## config.mk

```make
export PLATFORM = sky130hd
export DESIGN_NAME = uart_irq_ident
export DESIGN_NICKNAME = d
export VERILOG_FILES = /design/src/rtl/uart_irq_pkg.sv /design/src/rtl/uart_irq_flag.sv /design/src/rtl/uart_irq_arb.sv /design/src/rtl/uart_irq_ident.sv
export SDC_FILE = /design/constraint.sdc
export NUM_CORES = 1
export LEC_CHECK = 0
export BUFFER_PORTS_ARGS = -buffer_cell sky130_fd_sc_hd__buf_2
export CAP_MARGIN = 20
export CORE_ASPECT_RATIO = 1.1
export CORE_UTILIZATION = 38
export DETAILED_ROUTE_END_ITERATION = 8
export GPL_TIMING_DRIVEN = 1
export PLACE_DENSITY = 0.77
export SLEW_MARGIN = 30
export SYNTH_ARGS = -nofsm -noshare
export SYNTH_HDL_FRONTEND = slang
export SYNTH_SLANG_ARGS = --single-unit
```

## constraint.sdc

```tcl
create_clock -name clk -period 1.24 [get_ports clk]
set_input_delay 0.186 -clock clk [delete_from_list [all_inputs] [get_ports clk]]
set_output_delay 0.186 -clock clk [all_outputs]
set_load 0.005 [all_outputs]
```

## src/rtl/uart_irq_pkg.sv

```systemverilog
package uart_irq_pkg;

    localparam int NSRC     = 4;
    localparam int SRC_RXD  = 0;
    localparam int SRC_TXE  = 1;
    localparam int SRC_LINE = 2;
    localparam int SRC_MDM  = 3;

    typedef enum logic [2:0] {
        ST_IDLE = 3'd0,
        ST_LINE = 3'd1,
        ST_RXD  = 3'd2,
        ST_TXE  = 3'd3,
        ST_MDM  = 3'd4
    } rep_e;

endpackage

```

## src/rtl/uart_irq_flag.sv

```systemverilog
module uart_irq_flag (
    input  logic clk,
    input  logic rst,
    input  logic set,
    input  logic clr,
    output logic d,
    output logic q
);

    // set has precedence over a clear arriving in the same cycle
    always_comb begin
        d = set | (q & ~clr);
    end

    always_ff @(posedge clk) begin
        if (rst) begin
            q <= 1'b0;
        end else begin
            q <= d;
        end
    end

endmodule

```

## src/rtl/uart_irq_arb.sv

```systemverilog
module uart_irq_arb
    import uart_irq_pkg::*;
(
    input  logic            clk,
    input  logic            rst,
    input  logic [NSRC-1:0] req_d,
    output rep_e            state_q,
    output logic            irq,
    output logic [1:0]      id
);

    rep_e state_d;

    // next-state selection by fixed priority
    always_comb begin
        if (req_d[SRC_LINE]) begin
            state_d = ST_LINE;
        end else if (req_d[SRC_RXD]) begin
            state_d = ST_RXD;
        end else if (req_d[SRC_TXE]) begin
            state_d = ST_TXE;
        end else if (req_d[SRC_MDM]) begin
            state_d = ST_MDM;
        end else begin
            state_d = ST_IDLE;
        end
    end

    always_ff @(posedge clk) begin
        if (rst) begin
            state_q <= ST_IDLE;
        end else begin
            state_q <= state_d;
        end
    end

    // outputs decoded from the state register
    always_comb begin
        unique case (state_q)
            ST_LINE: begin irq = 1'b1; id = 2'b11; end
            ST_RXD:  begin irq = 1'b1; id = 2'b10; end
            ST_TXE:  begin irq = 1'b1; id = 2'b01; end
            ST_MDM:  begin irq = 1'b1; id = 2'b00; end
            ST_IDLE: begin irq = 1'b0; id = 2'b00; end
            default: begin irq = 1'b0; id = 2'b00; end
        endcase
    end

endmodule

```

## src/rtl/uart_irq_ident.sv

```systemverilog
module uart_irq_ident
    import uart_irq_pkg::*;
#(
    parameter int LS_W = 4,
    parameter int MS_W = 4
) (
    input  logic            clk,
    input  logic            rst,
    input  logic            ier_wr,
    input  logic [7:0]      ier_wdata,
    output logic [7:0]      ier_rdata,
    input  logic [LS_W-1:0] ls_err,
    input  logic            rx_ready,
    input  logic            rx_timeout,
    input  logic            tx_empty,
    input  logic [MS_W-1:0] ms_delta,
    input  logic            fifo_en,
    input  logic            iir_rd,
    input  logic            lsr_rd,
    input  logic            rbr_rd,
    input  logic            msr_rd,
    input  logic            thr_wr,
    output logic            irq,
    output logic [7:0]      iir
);

    localparam int REG_W = 8;
    localparam int PAD_W = REG_W - NSRC;

    logic [NSRC-1:0] en_q;
    logic [NSRC-1:0] en_d;
    logic [NSRC-1:0] src_set;
    logic [NSRC-1:0] src_clr;
    logic [NSRC-1:0] pend_d;
    logic [NSRC-1:0] pend_q;
    logic            to_d;
    logic            to_q;
    logic [1:0]      id;
    logic            irq_int;
    rep_e            rep_q;

    // enable register
    always_comb begin
        en_d = ier_wr ? ier_wdata[NSRC-1:0] : en_q;
    end

    always_ff @(posedge clk) begin
        if (rst) begin
            en_q <= '0;
        end else begin
            en_q <= en_d;
        end
    end

    assign ier_rdata = {{PAD_W{1'b0}}, en_q};

    // cause events and service strobes
    always_comb begin
        src_set           = '0;
        src_clr           = '0;
        src_set[SRC_RXD]  = rx_ready | rx_timeout;
        src_clr[SRC_RXD]  = rbr_rd;
        src_set[SRC_TXE]  = tx_empty;
        src_clr[SRC_TXE]  = thr_wr | (iir_rd && (rep_q == ST_TXE));
        src_set[SRC_LINE] = |ls_err;
        src_clr[SRC_LINE] = lsr_rd;
        src_set[SRC_MDM]  = |ms_delta;
        src_clr[SRC_MDM]  = msr_rd;
    end

    for (genvar g = 0; g < NSRC; g++) begin : g_src
        uart_irq_flag u_flag (
            .clk (clk),
            .rst (rst),
            .set (src_set[g]),
            .clr (src_clr[g]),
            .d   (pend_d[g]),
            .q   (pend_q[g])
        );
    end

    uart_irq_flag u_timeout (
        .clk (clk),
        .rst (rst),
        .set (rx_timeout),
        .clr (rbr_rd),
        .d   (to_d),
        .q   (to_q)
    );

    uart_irq_arb u_arb (
        .clk     (clk),
        .rst     (rst),
        .req_d   (pend_d & en_d),
        .state_q (rep_q),
        .irq     (irq_int),
        .id      (id)
    );

    assign irq = irq_int;
    assign iir = {fifo_en, fifo_en, 2'b00, (rep_q == ST_RXD) & to_q, id, ~irq_int};


    reset_quiet_chk: assert property (@(posedge clk) $past(rst) |-> (!irq && en_q == '0));


    irq_has_cause_chk: assert property (@(posedge clk) disable iff (rst)
        irq |-> ((pend_q & en_q) != '0));


    line_wins_chk: assert property (@(posedge clk) disable iff (rst)
        (pend_q[SRC_LINE] && en_q[SRC_LINE]) |-> (iir[2:1] == 2'b11));


    line_clear_chk: assert property (@(posedge clk) disable iff (rst)
        (lsr_rd && ls_err == '0) |=> !pend_q[SRC_LINE]);


    txe_read_clear_chk: assert property (@(posedge clk) disable iff (rst)
        (iir_rd && rep_q == ST_TXE && !tx_empty) |=> !pend_q[SRC_TXE]);


    txe_kept_chk: assert property (@(posedge clk) disable iff (rst)
        (iir_rd && rep_q == ST_LINE && pend_q[SRC_TXE] && !thr_wr) |=> pend_q[SRC_TXE]);


    masked_silent_chk: assert property (@(posedge clk) disable iff (rst)
        (en_q == '0) |-> !irq);


    ier_upper_zero_chk: assert property (@(posedge clk) ier_rdata[REG_W-1:NSRC] == '0);


    set_wins_chk: assert property (@(posedge clk) disable iff (rst)
        (msr_rd && ms_delta != '0) |=> pend_q[SRC_MDM]);

endmodule

```

### Yosys cells after proc, flatten, opt, wreduce, memory -nomap -nowiden

Index checks and enable logic that the tools add are counted.
Widths: inputs -> output; s select.

| cells by class | value |
|---|---|
| $add $sub $neg | 0 |
| $mul | 0 |
| divide/modulo/power cells | 0 |
| order comparisons | 0 |
| eq/ne operators | 4 |
| shift operators | 0 |
| muxes and demuxes | 7 |
| bitwise logic cells | 19 |
| reductions and logical operators | 6 |

Operator list:

| kind | count |
|---|---|
| $reduce_or 4->1 | 4 |
| $or 1x1->1 | 7 |
| $and 1x1->1 | 6 |
| $eq 3x2->1 const B | 2 |
| $pmux 2 s3 | 1 |
| $not 1->1 | 5 |
| $and 4x4->4 | 1 |
| $mux 2 | 2 |
| $mux 4 | 1 |
| $eq 3x1->1 const B | 1 |
| $eq 3x3->1 const B | 1 |
| $mux 3 | 1 |
| $mux 1 | 2 |
| $reduce_or 2->1 | 1 |
| $logic_and 1x1->1 | 1 |

| word-level totals | value |
|---|---|
| register bits | 12 |
| latch bits | 0 |
| memory bits (writable) | 0 |
| bits in read-only memories | 0 |
| output and inout bits | 17 |
| logic and storage cells | 45 |
| memories kept | 0 |

### Depth between registers and ports, before layout

| depth | value |
|---|---|
| depth in word-level cells | 11 |
| mapped depth | 5 |

### Cells and area by module

A second synthesis with hierarchy kept.

| second synthesis, totals | value |
|---|---|
| cell total of the unflattened synthesis | 73 |
| area, all modules | 653.1 µm² |

By module, submodules not included:

| module | times used | cells each | area an instance (µm²) |
|---|---|---|---|
| uart_irq_ident | 1 | 33 | 277.8 |
| uart_irq_flag | 5 | 5 | 50.0 |
| uart_irq_arb | 1 | 15 | 125.1 |

### Worst setup path before layout

Ideal clock, no wire load.

| path | value |
|---|---|
| path kind | register -> register |
| start point | reg u_arb.state_q[2] |
| end point | reg u_arb.state_q[2] |
| library setup time | 0.087 ns |
| arrival time | 0.984 ns |
| required time | 1.153 ns |
| path slack | 0.169 ns |
| stages on the path, launching flop included | 5 |
| buffers on the path | 0 |
| clock period less this slack | 1.071 ns |
| cell sequence | dfxtp_1 -> nand4b_1 -> nor2_1 -> o32ai_2 -> nor4b_2 |

| between the ends | value |
|---|---|
| word-level cells in the longest chain between the ends | 8 |

Ends and longest elaborated chain:

| what | RTL line | RTL |
|---|---|---|
| start, declared | uart_irq_arb.sv:7 | `output rep_e state_q,` |
| start signal, assigned | uart_irq_arb.sv:33 | `state_q <= state_d;` |
| $eq 3x2->1 | uart_irq_ident.sv:64 | `src_clr[SRC_TXE] = thr_wr \| (iir_rd && (rep_q == ST_TXE));` |
| $logic_and 1x1->1 | uart_irq_ident.sv:64 |  |
| $or 1x1->1 | uart_irq_ident.sv:64 |  |
| $not 1->1 | uart_irq_flag.sv:12 | `d = set \| (q & ~clr);` |
| $and 1x1->1 | uart_irq_flag.sv:12 |  |
| $or 1x1->1 | uart_irq_flag.sv:12 |  |
| $and 4x4->4 | uart_irq_ident.sv:94 | `.req_d (pend_d & en_d),` |
| $reduce_or 4->1 (no source line) | - |  |

Every way passes these cells.
A chain may end at the register's enable or synchronous reset.

### Worst setup path after layout

| path | value |
|---|---|
| start point | reg u_arb.state_q[1] |
| end point | out iir[0] |

| between the ends | value |
|---|---|
| word-level cells in the longest chain between the ends | 4 |

Ends and longest elaborated chain:

| what | RTL line | RTL |
|---|---|---|
| $eq 3x2->1, or another cell as far along | uart_irq_arb.sv:39 | `unique case (state_q)` |
| $reduce_or 4->1 (no source line) (*) | - |  |
| $mux 1 (*) | uart_irq_arb.sv:39 |  |
| $not 1->1 (*) | uart_irq_ident.sv:101 | `assign iir = {fifo_en, fifo_en, 2'b00, (rep_q == ST_RXD) & to_q, id, ~irq_int};` |
| end, declared | uart_irq_ident.sv:24 | `output logic [7:0] iir` |

Every way passes the cells marked *; elsewhere a longest branch is shown, timed or not.

==> results.json <==
{
  "finalCritPeriodShare_pct": 97.9,
  "final_cell_mix": "buf_2 (31), nor2_1 (10), dfxtp_1 (9)",
  "area_growth_pct": 31.9,
  "fin_tns_setup_ns": 0,
  "holdWs_ns": 0.152,
  "die_width_um": 39.6,
  "grt_start_max_net_pins": 13,
  "critPathSlowestCell": "dfxtp_2",
  "cts_root_buffer": "clkbuf_4",
  "synth_warnings": 0,
  "drv_slew": 0,
  "cts_tree": "done",
  "portBuffers": 31,
  "avgSynthCellArea_um2": 9.39,
  "async_flop_share_pct": 0,
  "routed_wl_mm": 1.09,
  "drive_gt1_share_pct": 51.6,
  "cts_max_path_buffers": 2,
  "p_per_area_mw_per_mm2": 1150,
  "arrival_ns": 1.03,
  "dp_hpwl_um": 823,
  "min_path_type": "input port to register",
  "grt_pass1_vias": 421,
  "initial_utilization_pct": 42.2,
  "r2r_cells": 4,
  "dieArea_mm2": 0.00172,
  "reg2reg_from": "u_arb.state_q[2]",
  "clock_latency_ns": 0.27,
  "grt_first_pass_wirelength_mm": 1.62,
  "ant_nets": 0,
  "core.rowCount": 14,
  "reg2reg_setup_slack_ns": 0.11,
  "crit_fanout": 4,
  "grt_usage_pct": 14.4,
  "firstDrtPassIters": 1,
  "crit_path_end_kind": "output pin",
  "core-area_mm2": 0.00140,
  "io_pins": 45,
  "critPathMaxStageDelay_ns": 0.35,
  "cap_violations": 0,
  "avgRoutedWirePerCell_um": 9.82,
  "fmax_mhz": 824,
  "nets": 124,
  "r2r-end": "u_arb.state_q[2]",
  "antenna_found_initial": 0,
  "worstHoldStart": "rx_timeout",
  "die_y_um": 43.4,
  "setup_viol_count_final": 0,
  "layout_commonest_cell": "buf_2",
  "layout_setup_ws_ns": 0.0265,
  "yosysTopAreaCell": "dfxtp_1",
  "drtIter0Drc": 0,
  "critical_path_class": "register to output pin",
  "ys.flop_type": "dfxtp_1",
  "ys_seq_area_share_pct": 40.6,
  "gp_congestion": 0.693,
  "postLayoutCoreUtil_pct": 55.7,
  "ys_seq_elements": 12,
  "cp.required_ns": 1.05,
  "cp-startpoint": "u_arb.state_q[1]",
  "status": "complete, no violations",
  "min_period_ns": 1.21,
  "synth_top_area_share_pct": 40.6,
  "cp-endpoint": "iir[0]",
  "synth_edf_count": 0,
  "cts_hold_buffers": 0,
  "vias": 507,
  "synth_area_um2": 592,
  "synth_cells": 63,
  "antenna_cells": 0,
  "synth.area.top_cells": "dfxtp_1 (41%), buf_4 (10%), nor2_1 (7.6%)",
  "rsz0062_at_grt": "yes",
  "hold_violations": 0,
  "pre_cts_ws_ns": 0.00653,
  "grt_overflow": 0,
  "leakagePower_nw": 0.388,
  "critPathLaunchType": "register",
  "via_per_inst": 4.57,
  "path_cells": "nor2_2, xnor2_1, inv_1, buf_2",
  "cts_sinks": 12,
  "htree_levels": 1,
  "cts_buffers": 3,
  "post-route-drc-count": 0,
  "vdd_drop_max_mv": 0.659,
  "path_clk_slew_ns": 0.07,
  "ys_types": 23,
  "fin_skew_ns": 0.000474
}
## worst max-delay path: cells and delay by family (launching register included)
kind                   cells  cell delay, ns
flip-flops                 1            0.35
buffers and inverters      2            0.17
XOR/XNOR                   1            0.13
AND/OR/NAND/NOR            1            0.11
## metrics by stage
step | power [mW] | area [µm²] | cells
after floorplan | 0.541 | 611 | 68
after global placement | 0.588 | 718 | 106
after detailed placement | 0.594 | 718 | 106
after CTS | 0.904 | 753 | 109
after global routing | 0.952 | 781 | 111
final | 0.894 | 781 | 111
## how the worst min path moves through the flow
stage	to	slack, ns	cells after the start
final	u_timeout.q	0.15	3
after global routing	g_src[0].u_flag.q	0.16	3
after CTS	u_timeout.q	0.14	3
after detailed placement	iir[7]	0.37	0
after global placement	iir[7]	0.37	0
after floorplan	en_q[3]	0.27	1
## logic make-up (layout without fill, tap and decap cells)
group / Yosys count / in the layout / synth area share (%)
simple gates: 22 / 22 / 22.0
buf+inv: 13 / 40 / 14.6
flops: 12 / 12 / 40.6
compound gates: 9 / 9 / 11.8
mux: 4 / 4 / 7.40
xor+xnor: 2 / 2 / 2.96
other cells: 1 / 6 / 0.634
## Yosys cell counts (all sizes together) (2+ instances only)
master   n
dfxtp   12
nor2    12
buf      9
a21oi    5
mux2i    4
inv      3
nand2b   2
nor2b    2
xnor2    2
## state kept, by name, indices dropped and copies added, names as in the netlist
name,flops
en_q,4
u_arb.state_q,3
g_src.u_flag.q,4
u_timeout.q,1
## area by class of cell
cell class / instances / area (µm²)
clock buffer: 4 / 36.3
fill: 134 / 621
timing repair buffer: 33 / 170
sequential: 12 / 244
multi-input combinational: 43 / 299
tap: 16 / 20.0
inverter: 3 / 11.3
## metal layers
layer	share of wire, %	vias up	GRT usage [%]
met5	0	-	0
met4	1.2	0	12.4
met3	7.0	2	4.62
met1	41	217	15.8
li1	-	262	-
met2	51	26	21.6
## where the power goes
part | internal [mW] | switching [mW]
logic | 0.0875 | 0.0743
clock network | 0.178 | 0.126
registers | 0.412 | 0.0165
total | 0.678 | 0.217
## what timing repair did
action                                  CTS  global route
resized for setup                         4             3
pin swaps                                 1             2
setup buffers                             0             2
endpoints found under the setup margin    3             4
No activity file was read; power rests on OpenSTA's default activity.
